==> src/rtl/clamp_arb_pkg.sv <==
package clamp_arb_pkg;

    // Number of registered comparison levels for n legs (at least one).
    function automatic int tree_depth(input int n);
        int d;
        d = 1;
        while ((1 << d) < n) d++;
        return d;
    endfunction

    // Width of a leg index for n legs (at least one bit).
    function automatic int idx_width(input int n);
        return (n > 1) ? $clog2(n) : 1;
    endfunction

    typedef enum logic {
        SEEK_MIN = 1'b0,
        SEEK_MAX = 1'b1
    } seek_e;

endpackage

==> src/rtl/arb_extreme_tree.sv <==
module arb_extreme_tree
    import clamp_arb_pkg::*;
#(
    parameter int    N_LEGS = 3,
    parameter int    CUR_W  = 12,
    parameter seek_e SEEK   = SEEK_MAX
) (
    input  logic                          clk,
    input  logic                          rst_n,
    input  logic [N_LEGS-1:0]             cand_i,
    input  logic [N_LEGS-1:0][CUR_W-1:0]  cur_i,
    input  logic                          fire_i,
    output logic [N_LEGS-1:0]             grant_o
);
    localparam int DEPTH = tree_depth(N_LEGS);
    localparam int LEAVES = 1 << DEPTH;
    localparam int HALF = LEAVES / 2;
    localparam int IW = idx_width(N_LEGS);

    typedef struct packed {
        logic             vld;
        logic [IW-1:0]    idx;
        logic [CUR_W-1:0] val;
    } node_t;

    typedef struct packed {
        node_t [DEPTH:1][HALF-1:0] lvl;
        logic  [DEPTH-1:0]         fire;
    } state_t;

    state_t s_d, s_q;
    node_t [DEPTH-1:0][LEAVES-1:0] src;

    // Left operand always holds the lower leg index, so the right one
    // replaces it only on a strict win: ties resolve to the lower index.
    function automatic node_t pick(input node_t a, input node_t b);
        logic take_b;
        if (!b.vld) return a;
        if (!a.vld) return b;
        if (SEEK == SEEK_MAX) take_b = $signed(b.val) > $signed(a.val);
        else                  take_b = $signed(b.val) < $signed(a.val);
        return take_b ? b : a;
    endfunction

    always_comb begin
        src = '0;
        for (int i = 0; i < LEAVES; i++) begin
            if (i < N_LEGS) begin
                src[0][i].vld = cand_i[i];
                src[0][i].idx = IW'(i);
                src[0][i].val = cur_i[i];
            end
        end
        for (int k = 1; k < DEPTH; k++) begin
            for (int j = 0; j < HALF; j++) begin
                src[k][j] = s_q.lvl[k][j];
            end
        end
    end

    always_comb begin
        s_d = s_q;
        for (int k = 1; k <= DEPTH; k++) begin
            for (int j = 0; j < HALF; j++) begin
                s_d.lvl[k][j] = pick(src[k-1][2*j], src[k-1][2*j+1]);
            end
        end
        s_d.fire[0] = fire_i;
        for (int k = 1; k < DEPTH; k++) begin
            s_d.fire[k] = s_q.fire[k-1];
        end
    end

    always_ff @(posedge clk or negedge rst_n) begin
        if (!rst_n) s_q <= '0;
        else        s_q <= s_d;
    end

    node_t root;
    assign root = s_q.lvl[DEPTH][0];

    always_comb begin
        grant_o = '0;
        if (s_q.fire[DEPTH-1] && root.vld) begin
            grant_o[root.idx] = 1'b1;
        end
    end

endmodule

==> src/rtl/clamp_level_calc.sv <==
module clamp_level_calc #(
    parameter int N_LEGS = 3,
    parameter int CUR_W  = 12,
    localparam int LW    = CUR_W + 2
) (
    input  logic                    clk,
    input  logic                    rst_n,
    input  logic signed [CUR_W-1:0] iout_i,
    input  logic signed [CUR_W-1:0] ith_i,
    output logic signed [LW-1:0]    lo_o,
    output logic signed [LW-1:0]    hi_o
);
    localparam logic signed [LW-1:0] LEGS_S = LW'(N_LEGS);

    typedef struct packed {
        logic signed [LW-1:0] lo;
        logic signed [LW-1:0] hi;
    } lvl_t;

    lvl_t l_d, l_q;
    logic signed [LW-1:0] twice, share, ith_x;

    always_comb begin
        twice = LW'(iout_i) <<< 1;
        share = twice / LEGS_S;
        ith_x = LW'(ith_i);
        l_d.lo = share - ith_x;
        l_d.hi = share + ith_x;
    end

    always_ff @(posedge clk or negedge rst_n) begin
        if (!rst_n) l_q <= '0;
        else        l_q <= l_d;
    end

    assign lo_o = l_q.lo;
    assign hi_o = l_q.hi;

endmodule

==> src/rtl/clamp_turnoff_arb.sv <==
module clamp_turnoff_arb
    import clamp_arb_pkg::*;
#(
    parameter int N_LEGS = 3,
    parameter int CUR_W  = 12
) (
    input  logic                            clk,
    input  logic                            rst_n,
    input  logic                            clamp_i,
    input  logic                            slope_nonpos_i,
    input  logic                            slope_nonneg_i,
    input  logic [N_LEGS-1:0]               hs_on_i,
    input  logic [N_LEGS-1:0]               ls_on_i,
    input  logic [N_LEGS-1:0][CUR_W-1:0]    leg_cur_i,
    input  logic signed [CUR_W-1:0]         iout_i,
    input  logic signed [CUR_W-1:0]         ith_i,
    output logic [N_LEGS-1:0]               hs_grant_o,
    output logic [N_LEGS-1:0]               ls_grant_o,
    output logic signed [CUR_W+1:0]         clamp_lo_o,
    output logic signed [CUR_W+1:0]         clamp_hi_o
);
    logic hs_fire, ls_fire;

    always_comb begin
        hs_fire = clamp_i && slope_nonpos_i;
        ls_fire = clamp_i && slope_nonneg_i;
    end

    arb_extreme_tree #(.N_LEGS(N_LEGS), .CUR_W(CUR_W), .SEEK(SEEK_MAX)) u_hs_tree (
        .clk(clk), .rst_n(rst_n), .cand_i(hs_on_i), .cur_i(leg_cur_i),
        .fire_i(hs_fire), .grant_o(hs_grant_o)
    );

    arb_extreme_tree #(.N_LEGS(N_LEGS), .CUR_W(CUR_W), .SEEK(SEEK_MIN)) u_ls_tree (
        .clk(clk), .rst_n(rst_n), .cand_i(ls_on_i), .cur_i(leg_cur_i),
        .fire_i(ls_fire), .grant_o(ls_grant_o)
    );

    clamp_level_calc #(.N_LEGS(N_LEGS), .CUR_W(CUR_W)) u_level (
        .clk(clk), .rst_n(rst_n), .iout_i(iout_i), .ith_i(ith_i),
        .lo_o(clamp_lo_o), .hi_o(clamp_hi_o)
    );

endmodule

==> config.mk <==
export PLATFORM = sky130hd
export DESIGN_NAME = clamp_turnoff_arb
export DESIGN_NICKNAME = d
export VERILOG_FILES = /design/src/rtl/clamp_arb_pkg.sv /design/src/rtl/arb_extreme_tree.sv /design/src/rtl/clamp_level_calc.sv /design/src/rtl/clamp_turnoff_arb.sv
export SDC_FILE = /design/constraint.sdc
export NUM_CORES = 1
export LEC_CHECK = 0
export ABC_AREA = 1
export BUFFER_PORTS_ARGS = -buffer_cell sky130_fd_sc_hd__buf_2
export CORE_MARGIN = 4
export CORE_UTILIZATION = 45
export DETAILED_ROUTE_END_ITERATION = 8
export PLACE_DENSITY = 0.66
export REMOVE_ABC_BUFFERS = 1
export SYNTH_ARGS = -nofsm -noshare
export SYNTH_HDL_FRONTEND = slang
export SYNTH_HIERARCHICAL = 1
export SYNTH_SLANG_ARGS = --single-unit
==> constraint.sdc <==
create_clock -name clk -period 1.3 [get_ports clk]
set_input_delay 0.195 -clock clk [delete_from_list [all_inputs] [get_ports clk]]
set_output_delay 0.195 -clock clk [all_outputs]
set_load 0.01 [all_outputs]
Yosys cells after proc, flatten, opt, wreduce, memory -nomap -nowiden:

Cells that the tools add are included.

* register bits after elaboration: 83
* input port bits: 71
* output and inout port bits: 34
* logic and storage cells: 77

* add/sub/neg operators: 2
* div/mod/pow operators: 1
* $lt $le $gt $ge: 8
* mux-type cells: 42
* reductions and logical operators: 6

Operators by type and width (number)
* $mux 15: 20
* $gt 12x12->1: 2
* $lt 12x12->1: 2
* $mux 1: 18
* $add 14x12->14: 1
* $div 14x3->14 const B: 1
* $sub 14x12->14: 1
* $logic_and 1x1->1: 6
* $lt 2x3->1 const B: 2
* $mux 3: 2
* $demux 1 s2: 2
* $ge 2x1->1 const B: 2

Depth between registers and ports, before layout:

Gate-level depths: netlist of run 1.

* depth in word-level cells: 7
* depth in mapped cells: 61
* gate-level depth less buffers: 60

Modules after synthesis:

The synthesis of run 1 kept the hierarchy.

By module, submodules not included
* clamp_level_calc: times used 1, cells each 408, area each 2950.3 µm²
* arb_extreme_tree at u_hs_tree: times used 1, cells each 208, area each 1813.0 µm²
* arb_extreme_tree at u_ls_tree: times used 1, cells each 200, area each 1762.9 µm²
* clamp_turnoff_arb: times used 1, cells each 4, area each 15.0 µm²

Worst setup path after synthesis of run 1:

OpenSTA, ideal clock, no wires.

* path kind: input port to flip-flop
* start: in iout_i[0]
* end: reg u_level.l_q, in the netlist u_level/hi_o[13]
* setup time: 118 ps
* arrival time: 6180 ps
* data required time: 1182 ps
* slack: -4998 ps
* stages on the path: 54
* buffers on the path: 0
* path through: inv_2 ha_1 nand2_2 o21ai_2 nand3_1 nand2_1 nand3_2 a21oi_2 nor2_2 o21bai_4 nand3_2 nand2_2 nand2_1 nand2_1 o21ai_1 nand2_1 inv_1 o21bai_2 [... 18 more ...] nand2_1 o21ai_0 ha_1 inv_1 nand3_1 and2_1 o31ai_1 a21oi_1 o21ai_0 a21oi_1 o21bai_1 a21oi_1 o21bai_1 a21oi_1 inv_1 a21oi_1 nand3_1 nand2_1

RTL lines
* start: declaration: line clamp_turnoff_arb.sv:15 `input logic signed [CUR_W-1:0] iout_i,`
* end signal: assignment: line clamp_level_calc.sv:33 `else l_q <= l_d;`
* end: declaration: line clamp_level_calc.sv:20 `lvl_t l_d, l_q;`

==> results.json, run 1 <==
{
  "grt_pass1_vias": 6625,
  "finalCritPeriodShare_pct": 467,
  "status": "complete, but fails checks",
  "antenna_cells": 0,
  "htreeDepth": 3,
  "path_class": "in -> reg",
  "vias_per_cell": 4.91,
  "clk_pin_slew_ns": 0.07,
  "skew_ns": 0.0117,
  "synth_edf_count": 0,
  "rsz0062_at_grt": "true",
  "vdd_drop_max_mv": 1.09,
  "rows": 43,
  "dieArea_um2": 16500,
  "cts_sinks": 93,
  "gp_congestion": 0.885,
  "synth-seq-area-share_pct": 35.6,
  "area_delta_synth_final_pct": 67.0,
  "drtPass1Iterations": 4,
  "violations": "setup timing",
  "cp_max_fo": 4,
  "drv_slew": 0,
  "max_slew_margin_pct": 63.9,
  "synthFlopType": "dfrtp_1",
  "fmax_ghz": 0.165,
  "grt_max_degree": 42,
  "drt_iter0_drc": 225,
  "grt_overflow": 0,
  "ys_types": 46,
  "min_period_ns": 6.07,
  "io_pins": 105,
  "vias": 6544,
  "fin_setup_tns_ns": -114.73,
  "syn_inst": 820,
  "whs_ns": 0.0418,
  "p_per_area_nw_per_um2": 1450,
  "antenna_left": 0,
  "route.detailed.drc": 0,
  "cp_slowest_cell": "fa_2",
  "wl_per_cell_um": 14.7,
  "fin_util_pct": 77.8,
  "root_buffer": "clkbuf_16",
  "tightestPinTransition_ns": 0.542,
  "cp-end-kind": "flip-flop",
  "avgSynthCellArea_um2": 7.98,
  "cts_buffers": 9,
  "numPortBuffers": 104,
  "grt_pass1_wl_um": 28900,
  "hold_class": "in -> reg",
  "synthArstFlopShare_pct": 100,
  "cts_tree": "yes",
  "critPathLaunchType": "primary input",
  "insertion_delay_ns": 0.35,
  "drt_wl_total_um": 19600,
  "max_cap_viol_count": 0,
  "hold_violations": 0,
  "die_w_um": 129,
  "cp.arrival_ns": 6.35,
  "drive_gt1_share_pct": 54.0,
  "core_area_um2": 14000,
  "worstPathRequired_ns": 1.57,
  "hpwl_um": 12300,
  "synth-seq-cells": 93,
  "setup_violations": 55,
  "grt_antenna_before_repair": 1,
  "fin_ws_ns": -4.77,
  "worst_path_most_repeated_cell": "nand2_4",
  "nets": 1298,
  "total_leakage_power_nw": 5.71,
  "die_h_um": 129,
  "initial_utilization_pct": 46.6,
  "cts.path.max_buffers": 2,
  "track_usage_pct": 21.7,
  "synth_warnings": 6,
  "netlist_area_um2": 6540,
  "cp_slowest_stage_delay_ns": 0.37
}
## layout make-up
cell class,instances,area [µm²]
repair buffers,327,2550
clock inverters,5,82.6
inverters,164,653
fillers,897,3120
well taps,180,225
flip-flops and latches,93,2330
clock buffers,10,239
multi-input cells,554,4840
## worst max-delay path: cells and delay by family
family          cells  cell delay, ns
fa+ha+maj           3            0.71
xor+xnor            2            0.31
simple gates       21            1.97
compound gates     15            2.12
buf+inv            11            1.01
## per-layer routing
metal	GRT usage, %	vias to the layer above	routed length (µm)
met5	0	-	7
met4	6.98	2	609
met3	3.74	48	629
met2	43.3	134	11100
met1	22.8	3123	7300
li1	-	3237	-
## final timing paths
check | from | to | slack [ns] | cells after the start
max | iout_i[1] | u_level/lo_o[12] | -4.77 | 52
min | slope_nonpos_i | u_hs_tree/s_d[1] | 0.04 | 3
max reg2reg | u_hs_tree/s_q[27] | u_hs_tree/root[13] | -0.36 | 11
min reg2reg | u_ls_tree/s_d[1] | u_ls_tree/s_q[1] | 0.35 | 0
max in group asynchronous | rst_n | u_level/hi_o[8] | 0.58 | 3
min in group asynchronous | rst_n | u_ls_tree/s_q[10] | 0.24 | 2
## where the power goes
part	switching (mW)	internal, mW	total [mW]
combinational	4.66	4.72	9.37
clock	1.10	1.74	2.84
sequential	0.206	3.45	3.66
total	5.97	9.91	15.9
## through the flow
step / cell area (µm²) / power, mW / worst slack [ns] / instances
global placement: 8500 / 9.79 / -5.10 / 1262
floorplan: 6460 / 6.95 / -4.99 / 809
global route: 10900 / 16.9 / -5.18 / 1333
detailed placement: 8500 / 9.90 / -5.40 / 1262
finish: 10900 / 15.9 / -4.77 / 1333
CTS: 10200 / 14.4 / -4.54 / 1322
## logic make-up (layout without fill, tap and decap cells)
| family | after synthesis | after routing | synth area share [%] |
|---|---|---|---|
| AND/OR/NAND/NOR | 355 | 357 | 25.8 |
| XOR/XNOR | 35 | 35 | 4.69 |
| buffers and inverters | 175 | 506 | 10.7 |
| flip-flops | 93 | 93 | 35.6 |
| adder cells (fa/ha/maj) | 78 | 78 | 15.1 |
| other | 2 | 2 | 0.115 |
| AO/OA/AOI/OAI | 82 | 82 | 7.92 |
## synth_stat cells (8+ instances only)
library cell  number  area share [%]
a21oi_1           43             3.3
dfrtp_1           93              36
ha_1              76              15
inv_1            154             8.8
inv_2              8            0.46
nand2_1          172             9.9
nand2_2           31             3.0
nand3_1           62             4.7
nand4_1           12             1.1
nor2_1            41             2.4
o21bai_1          10             1.1
xor2_1            31             4.2
## sequential cells by signal (all words and copies together) (netlist names)
register,count
u_hs_tree/root,3
u_hs_tree/s_d,1
u_hs_tree/s_q,29
u_level/hi_o,14
u_level/lo_o,13
u_ls_tree/root,3
u_ls_tree/s_d,1
u_ls_tree/s_q,29
## timing repair
item | 4_1_cts | 5_1_grt
cloned | 2 | 0
hold buffers | 15 | 0
setup buffers | 31 | 21
pin swaps | 130 | 117
gates resized for setup | 234 | 140
hold endpoints to repair | 117 | 0
setup endpoints to repair | 57 | 63
## placed cells by master, fill, tap and decap left out, types with 3 or more instances in the layout
cell	instances
buf_8	11
nand3_1	20
o21ai_0	3
a21oi_1	15
dfrtp_1	93
ha_1	44
or2_2	6
nand2_8	4
nand4_1	12
xnor2_1	3
buf_6	41
inv_2	23
nor2_1	25
a21oi_2	24
nand2_2	63
a21oi_4	6
clkbuf_16	9
dlygate4sd3_1	15
o21ai_2	7
nand3_4	8
inv_1	129
o21bai_1	7
nor3_2	5
o21ai_4	4
inv_6	4
o21bai_4	5
nand2_1	127
nor2_2	9
xor2_2	6
nand2_4	16
nand3_2	42
ha_4	30
buf_2	80
nor2_4	12
xor2_1	25
buf_4	178
inv_4	9
No activity file was read; power rests on OpenSTA's default activity.
==> run 2: changes to the inputs <==
--- a/config.mk
+++ b/config.mk
@@ -11,6 +11,7 @@
 export CORE_UTILIZATION = 45
 export DETAILED_ROUTE_END_ITERATION = 8
 export PLACE_DENSITY = 0.66
+export RECOVER_POWER = 50
 export REMOVE_ABC_BUFFERS = 1
 export SYNTH_ARGS = -nofsm -noshare
 export SYNTH_HDL_FRONTEND = slang
==> run 2 against run 1 <==
Effect of this change: the run still ends with setup timing left; final cell count unchanged; setup slack worse by 0.00063 ns; critical path depth rose by 2; maximum frequency hardly changed; clock skew about the same; via count fell by 0.29%; first-iteration DRC count shrank 6.2%; combinational power about the same; largest cell class unchanged; largest power group unchanged; highest routed layer unchanged.
==> results.json, run 2 (synthesis results as in run 1) <==
{
  "status": "complete, but fails checks",
  "violations": "setup timing",
  "stdcell_count": 1333,
  "met1Wirelength_um": 7220,
  "cts_tree": "yes",
  "numPortBuffers": 104,
  "hpwl_um": 12300,
  "drive_gt1_share_pct": 53.2,
  "final_area_um2": 10900,
  "cp.arrival_ns": 6.35,
  "highest_layer": "met5",
  "vias": 6525,
  "drtPass1Iterations": 4,
  "io_pins": 105,
  "total_leakage_power_nw": 5.68,
  "route.detailed.drc": 0,
  "cts.path.max_buffers": 2,
  "final_common_cell": "buf_4",
  "dieArea_um2": 16500,
  "dp.cells": 1262,
  "reg2reg_depth": 11,
  "finalCritPeriodShare_pct": 467,
  "grt_pass1_wl_um": 28900,
  "worst_path_most_repeated_cell": "nand2_4",
  "insertion_delay_ns": 0.35,
  "worstPathRequired_ns": 1.57,
  "clk_pin_slew_ns": 0.07,
  "antenna_left": 0,
  "grt_max_degree": 42,
  "cp-end-kind": "flip-flop",
  "cp_slowest_cell": "fa_2",
  "initial_utilization_pct": 46.6,
  "grt_antenna_before_repair": 1,
  "fmax_ghz": 0.165,
  "dr_wl_met3_um": 672,
  "drv_slew": 0,
  "hold_violations": 0,
  "core_area_um2": 14000,
  "wl_met2_um": 11100,
  "htreeDepth": 3,
  "cp_max_fo": 4,
  "die_h_um": 129,
  "cts_buffers": 9,
  "wl_per_cell_um": 14.7,
  "nets": 1298,
  "cp_slowest_stage_delay_ns": 0.37,
  "vias_per_cell": 4.89,
  "hold_class": "in -> reg",
  "hold_depth": 3,
  "antenna_cells": 0,
  "total_power_mw": 15.9,
  "critPathLaunchType": "primary input",
  "max_cap_viol_count": 0,
  "r2r_slack_ns": -0.36,
  "rr_endpoint": "u_hs_tree/root[13]",
  "root_buffer": "clkbuf_16",
  "drt_wl_total_um": 19600,
  "min_to": "u_hs_tree/s_d[1]",
  "rows": 43,
  "grt_pass1_vias": 6625,
  "setup_violations": 56,
  "path_class": "in -> reg",
  "hold_start": "slope_nonpos_i",
  "rsz0062_at_grt": "true",
  "cts_sinks": 93,
  "die_w_um": 129,
  "crit_start": "iout_i[1]",
  "drt_iter0_drc": 211,
  "crit_family": "compound AO/OA/AOI/OAI gates",
  "track_usage_pct": 21.7,
  "max_slew_margin_pct": 35.2,
  "fin_setup_tns_ns": -114.95,
  "gp_congestion": 0.885,
  "cp_num_buf_inv": 11,
  "fin_ws_ns": -4.77,
  "final_cell_mix": "buf_4, inv_1, nand2_1",
  "placed_area_um2": 8500,
  "r2r_start": "u_hs_tree/s_q[27]",
  "vdd_drop_max_mv": 1.09,
  "tightestPinTransition_ns": 0.971,
  "skew_ns": 0.0112,
  "min_period_ns": 6.07,
  "p_per_area_nw_per_um2": 1460,
  "area_delta_synth_final_pct": 66.5,
  "grt_overflow": 0
}
==> run 2: cell count changes in the layout (fill, tap and decap cells not counted) <==
cell / delta
clkbuf_4: +1
buf_4: -2
buf_12: -1
clkbuf_1: +10
buf_2: -11
clkbuf_2: +3
==> run 2: repair_timing <==
action,4_1_cts,5_1_grt
gates resized for setup,234,140
hold buffers,15,0
buffers inserted,31,21
setup endpoints to repair,57,63
gates cloned,2,0
pin swaps,130,117
endpoints found under the hold margin,117,0
==> run 2: worst max path at each step <==
stage / endpoint / slack [ns] / cells after the start
finish: u_level/lo_o[12] / -4.77 / 54
global route: u_level/lo_o[13] / -5.18 / 57
CTS: u_level/hi_o[13] / -4.54 / 55
detailed placement: u_level/hi_o[13] / -5.40 / 56
global placement: u_level/hi_o[13] / -5.10 / 51
floorplan: u_level/hi_o[13] / -4.99 / 54
==> run 2: layout make-up <==
type                            count  area, µm²
Timing Repair Buffer              327       2520
Sequential cell                    93       2330
Tap cell                          180        225
Clock buffer                       10        239
Clock inverter                      5       82.6
Inverter                          164        653
Fill cell                         908       3150
Multi-Input combinational cell    554       4840
==> run 2: stage by stage <==
stage	worst slack (ns)	utilization, %	hold slack (ns)
final	-4.77	77.6	0.0419
after global placement	-5.10	60.5	0.0728
after global routing	-5.18	77.6	0.0331
after floorplan	-4.99	-	-0.101
after CTS	-4.54	72.8	0.0278
after detailed placement	-5.40	60.5	0.0743
==> run 2: layer usage <==
metal / vias to the layer above / GRT usage (%)
met5: - / 0
met4: 2 / 6.98
met3: 44 / 3.74
met2: 136 / 43.3
met1: 3104 / 22.8
li1: 3239 / -
==> run 2: report_power, final <==
part / switching, mW / internal, mW
Clock: 1.10 / 1.74
Sequential: 0.203 / 3.45
Combinational: 4.66 / 4.71
==> run 2: worst register-to-register path, cell delays in order, from the launching register on <==
cell	delay (ns)
dfrtp_1	0.39
ha_1	0.33
nand4_1	0.15
nor2_2	0.17
nand2_1	0.09
nand3_1	0.08
nand2_1	0.06
nand2_1	0.06
nand2_1	0.06
nand2_2	0.07
nand2_1	0.05
nor2_1	0.08
